===== src/rtl/mst_pkg.sv =====
`timescale 1ns/1ps
package mst_pkg;
  localparam int LINES = 4;
  localparam int STAT_W = 2 * LINES;
  localparam int MC_W = 5;

  // line index positions (shared by level and change nibbles)
  localparam int LN_DCD = 3;
  localparam int LN_RI  = 2;
  localparam int LN_DSR = 1;
  localparam int LN_CTS = 0;

  // modem control positions
  localparam int MC_DTR  = 0;
  localparam int MC_RTS  = 1;
  localparam int MC_OUT1 = 2;
  localparam int MC_OUT2 = 3;
  localparam int MC_LOOP = 4;

  typedef logic [LINES-1:0] lines_t;
  typedef logic [MC_W-1:0]  mctl_t;

  typedef struct packed {
    lines_t lvl;
    lines_t dlt;
  } stat_t;

  localparam lines_t LVL_RST = 4'b1011;

  function automatic lines_t change_set(input lines_t old_l, input lines_t new_l);
    lines_t s;
    s         = old_l ^ new_l;
    s[LN_RI]  = old_l[LN_RI] & ~new_l[LN_RI];
    return s;
  endfunction

  function automatic logic [STAT_W-1:0] loop_view(input mctl_t mc);
    logic [STAT_W-1:0] v;
    v                   = '0;
    v[LINES + LN_DCD]   = mc[MC_OUT2];
    v[LINES + LN_RI]    = mc[MC_OUT1];
    v[LINES + LN_DSR]   = mc[MC_DTR];
    v[LINES + LN_CTS]   = mc[MC_RTS];
    return v;
  endfunction
endpackage


===== src/rtl/mst_sync.sv =====
`timescale 1ns/1ps
module mst_sync #(
  parameter int W = 4,
  parameter int STAGES = 2,
  parameter logic [W-1:0] RST_VAL = '0
) (
  input  logic         clk,
  input  logic         rst_n,
  input  logic [W-1:0] din,
  output logic [W-1:0] dout
);
  for (genvar b = 0; b < W; b++) begin : g_bit
    logic [STAGES-1:0] chain_q;
    logic [STAGES-1:0] chain_n;

    always_comb begin
      chain_n = {chain_q[STAGES-2:0], din[b]};
    end

    always_ff @(posedge clk or negedge rst_n) begin
      if (!rst_n) chain_q <= {STAGES{RST_VAL[b]}};
      else        chain_q <= chain_n;
    end

    assign dout[b] = chain_q[STAGES-1];
  end
endmodule


===== src/rtl/mst_change_det.sv =====
`timescale 1ns/1ps
module mst_change_det
  import mst_pkg::*;
(
  input  lines_t sampled,
  input  lines_t stored,
  output logic   take,
  output lines_t set_bits
);
  always_comb begin
    take     = |(sampled ^ stored);
    set_bits = take ? change_set(stored, sampled) : '0;
  end
endmodule


===== src/rtl/mst_status_reg.sv =====
`timescale 1ns/1ps
module mst_status_reg
  import mst_pkg::*;
(
  input  logic   clk,
  input  logic   rst_n,
  input  logic   take,
  input  lines_t sampled,
  input  lines_t set_bits,
  input  logic   rd,
  input  logic   loop,
  input  logic   iid_rd,
  output stat_t  stat,
  output logic   mchg
);
  stat_t stat_n;
  logic  mchg_n;
  logic  clr;

  always_comb begin
    clr        = rd & ~loop;
    stat_n.lvl = take ? sampled : stat.lvl;
    stat_n.dlt = (clr ? '0 : stat.dlt) | set_bits;
    if (take)        mchg_n = 1'b1;
    else if (iid_rd) mchg_n = 1'b0;
    else             mchg_n = mchg;
  end

  always_ff @(posedge clk or negedge rst_n) begin
    if (!rst_n) begin
      stat.lvl <= LVL_RST;
      stat.dlt <= '0;
      mchg     <= 1'b0;
    end else begin
      stat <= stat_n;
      mchg <= mchg_n;
    end
  end


  upd_sets_flag_chk: assert property (@(posedge clk) disable iff (!rst_n)
    take |=> mchg);

  quiet_levels_chk: assert property (@(posedge clk) disable iff (!rst_n)
    !take |=> $stable(stat.lvl));

  iid_clears_flag_chk: assert property (@(posedge clk) disable iff (!rst_n)
    (iid_rd && !take) |=> !mchg);

  read_clears_delta_chk: assert property (@(posedge clk) disable iff (!rst_n)
    (rd && !loop && !take) |=> (stat.dlt == '0));

  loop_read_keeps_chk: assert property (@(posedge clk) disable iff (!rst_n)
    (rd && loop && !take) |=> $stable(stat));

  delta_sticky_chk: assert property (@(posedge clk) disable iff (!rst_n)
    !(rd && !loop) |=> ((stat.dlt & $past(stat.dlt)) == $past(stat.dlt)));

  collide_keep_chk: assert property (@(posedge clk) disable iff (!rst_n)
    (rd && !loop && take) |=> (stat.dlt == $past(set_bits)));
endmodule


===== src/rtl/modem_status_tracker.sv =====
`timescale 1ns/1ps
module modem_status_tracker
  import mst_pkg::*;
#(
  parameter int SYNC_STAGES = 2
) (
  input  logic       clk,
  input  logic       rst_n,
  input  logic [3:0] line_in,
  input  logic [4:0] mctl_i,
  input  logic       stat_rd_i,
  input  logic       iid_rd_i,
  output logic [7:0] stat_rdata_o,
  output logic       mchg_o,
  output logic       rts_o,
  output logic       dtr_o
);
  lines_t sampled;
  lines_t set_bits;
  logic   take;
  stat_t  stat;
  logic   loop;

  assign loop = mctl_i[MC_LOOP];

  mst_sync #(.W(LINES), .STAGES(SYNC_STAGES), .RST_VAL(LVL_RST)) u_sync (
    .clk  (clk),
    .rst_n(rst_n),
    .din  (line_in),
    .dout (sampled)
  );

  mst_change_det u_det (
    .sampled (sampled),
    .stored  (stat.lvl),
    .take    (take),
    .set_bits(set_bits)
  );

  mst_status_reg u_reg (
    .clk     (clk),
    .rst_n   (rst_n),
    .take    (take),
    .sampled (sampled),
    .set_bits(set_bits),
    .rd      (stat_rd_i),
    .loop    (loop),
    .iid_rd  (iid_rd_i),
    .stat    (stat),
    .mchg    (mchg_o)
  );

  always_comb begin
    stat_rdata_o = loop ? loop_view(mctl_i) : stat;
  end

  assign rts_o = mctl_i[MC_RTS];
  assign dtr_o = mctl_i[MC_DTR];


  iid_collide_flag_chk: assert property (@(posedge clk) disable iff (!rst_n)
    (iid_rd_i && take) |=> mchg_o);
endmodule


===== config.mk =====
export PLATFORM = sky130hd
export DESIGN_NAME = modem_status_tracker
export DESIGN_NICKNAME = d
export VERILOG_FILES = /design/src/rtl/mst_pkg.sv /design/src/rtl/mst_sync.sv /design/src/rtl/mst_change_det.sv /design/src/rtl/mst_status_reg.sv /design/src/rtl/modem_status_tracker.sv
export SDC_FILE = /design/constraint.sdc
export NUM_CORES = 1
export LEC_CHECK = 0
export ABC_CLOCK_PERIOD_IN_PS = 1860
export BUFFER_PORTS_ARGS = -buffer_cell sky130_fd_sc_hd__buf_2
export CAP_MARGIN = 10
export CORE_MARGIN = 3
export CORE_UTILIZATION = 40
export DETAILED_ROUTE_END_ITERATION = 12
export GPL_ROUTABILITY_DRIVEN = 0
export PLACE_DENSITY = 0.67
export SYNTH_ARGS = -nofsm -noshare
export SYNTH_HDL_FRONTEND = slang
export SYNTH_SLANG_ARGS = --single-unit

===== constraint.sdc =====
create_clock -name clk -period 1.86 [get_ports clk]
set_input_delay 0.558 -clock clk [delete_from_list [all_inputs] [get_ports clk]]
set_output_delay 0.558 -clock clk [all_outputs]
set_load 0.02 [all_outputs]

==> results.md <==
* Drt pass-1 iters at 1
* Unrepaired setup endpoints after global routing: false
* Worst rel slew slack at 76.93%
* Critical path arrival at 1240 ps
* CTS root buffer: clkbuf_4
* Avg Cell Area, Syn at 13.66 sq um
* F_max at 0.5565 GHz
* Placed Cells at 80
* Clk sinks at 17
* Final Setup Violations at 0
* Total congestion overflow at 0
* CP top delay family: multiplexers
* Non-Filler Instances at 84
* Die footprint at 2161 sq um
* Maximum VDD drop at 0.7747 mV
* DP Worst Slack at 55.01 ps
* Sequential fraction of the synthesis area at 66.60%
* FF/Latch Area at 436.7 sq um
* # Post-CTS Setup Buffers at 0
* Crit path required time at 1300 ps
* H-tree depth at 1
* Iteration-0 DRC Markers at 0
* Syn Nets at 62
* Post-CTS Resized at 0
* Clk pin slew, worst setup/hold paths at 100 ps
* Final setup TNS at 0 ps
* Vias per inst at 4.536
* Slowest CP cell: mux2_2
* Synth Cell Area at 655.6 sq um
* Layout cell share with drive strength beyond 1 at 59.42%
* Vias in the first global route at 402
* Initial Utilization at 46.33%
* Final Cycle Share at 96.60%
* Initial antenna violation count at 0
* Most frequent cells in the layout: buf_2, dfstp_2, dfrtp_1, nand2_1
* Startpoint types: primary input
* Final hold violation count at 0
* Measured slew at the worst slew-check pin at 346.0 ps
* CP Capture Type: output pin
* Ports at 24
* Max-cap viol count at 0
* Largest net degree at the start of global routing at 18
* Max-slew violations at 0
* CTS tree: done
* Chip Width at 46.49 um
* Global-route wire length before repair at 1600 um
* Rows at 13
* NumNets Final at 84
* Worst setup margin at 63.18 ps
* Multi-input logic area at 171.4 sq um
* Clk Latency, worst-skew pair at 280 ps
* Clk_skew at 1.242 ps
* Area grow syn2layout at 18.89%
* Status: completed
* Drt total wl at 927 um
* CTS buffer count at 3
* GRT Overall Usage at 11.14%
* Cts hold-fix bufs at 0
* Worst hold slack at 160.5 ps
* Mapped Cells at 48
* Die Y at 46.49 um
* Max clock buf depth at 2
* Post-route ant nets at 0
* Fill cell count at 138
* Min cycle time layout at 1797 ps
* Core ar. at 1415 sq um
* FF+latch count, synth at 17
* Yosys warning count at 0
* Worst Setup Path Type: in -> out
* Min-Delay Path Class: in -> async
* Crit-path max FO at 9
* Port Buffers at 23
* Total power at 0.7062 mW
* Antenna cells at 0
* Cell mode on critical path: buf_2
* CP cell instances: buf_2 > mux2_2 > buf_2
* Reg2reg setup slack at 550 ps
* Library cells used by synthesis at 16
* Drc violations at 0
* Routed WL per cell at 11.04 um
* Buf/Inv on CP at 2
* Leakage at 0.3691 nW
* Power Density at 906.0 nW/um^2
* Most common cell after layout, fill and taps aside: buf_2
* Via count at 381
* CP max stage delay at 350 ps
[worst reg2reg max path, stage by stage (launching register included)]
cell and delay (ps):
dfstp_2 550, xnor2_1 150, nand4_1 160, mux2_1 340
[area by class of cell]
type                            instances  area share (%)
Clock buffer                            3           2.889
Clock inverter                          1          0.9631
Inverter                                2          0.9631
Multi-Input combinational cell         23           21.99
Sequential cell                        17           56.02
Tap cell                               15           2.408
Timing Repair Buffer                   23           14.77
[power by group]
part	switching [mW]	internal, mW
sequential	0.0117	0.401
clock	0.112	0.0817
combinational	0.0557	0.0439
[registers in the layout (all words and copies together), names as in the netlist]
name                  flops
u_reg.stat                8
u_sync.g_bit.chain_q      8
u_reg.mchg                1
[stage by stage]
step	util (%)	cell area, sq um
floorplan	-	655.6
global placement	52.96	749.5
detailed placement	52.96	749.5
CTS	55.08	779.5
global route	55.08	779.5
finish	55.08	779.5
[routing by layer]
| metal | track usage [%] | routed length (um) | vias up |
|---|---|---|---|
| li1 | - | - | 190 |
| met1 | 11.03 | 348 | 173 |
| met2 | 19.78 | 467 | 18 |
| met3 | 7.031 | 112 | 0 |
| met4 | 1.705 | 0 | 0 |
| met5 | 0 | 0 | - |
[cells by family after synthesis]
kind of cell | count (synthesis) | synth area share (%)
buffers and inverters | 8 | 7.251
AND/OR/NAND/NOR | 12 | 9.161
AO/OA/AOI/OAI | 2 | 2.482
multiplexers | 5 | 8.587
adder cells (fa/ha/maj) | 1 | 1.908
flip-flops | 17 | 66.60
XOR/XNOR | 3 | 4.008
[cells in the mapped netlist]
master         instances  share of area, %
a21o_2                 1               1.3
nor2b_1                4               3.8
dfstp_2                9                36
dlygate4sd3_1          1               1.5
nand4_1                1              0.95
inv_1                  2               1.1
buf_4                  2               2.3
a21o_1                 1               1.1
mux2_1                 1               1.7
xnor2_1                3               4.0
nand2_1                6               3.4
mux2_2                 4               6.9
nand2b_1               1              0.95
buf_2                  3               2.3
dfrtp_1                8                31
ha_1                   1               1.9
[path summary, 6_finish.rpt]
kind                                                 startpoint  depth (start not counted)                                   end
min reg2reg                u_sync.g_bit[2].chain_q[0]$_DFF_PN0_                          0  u_sync.g_bit[2].chain_q[1]$_DFF_PN0_
max in group asynchronous                                 rst_n                          1             u_reg.stat[4]$_DFFE_PN1P_
min in group clk                                     line_in[0]                          1  u_sync.g_bit[0].chain_q[0]$_DFF_PN1_
max reg2reg                u_sync.g_bit[0].chain_q[1]$_DFF_PN1_                          3             u_reg.stat[6]$_DFFE_PN0P_
max                                                   mctl_i[4]                          3                       stat_rdata_o[7]
min                                                       rst_n                          1  u_sync.g_bit[2].chain_q[1]$_DFF_PN0_
No activity file was read; power rests on OpenSTA's default activity.
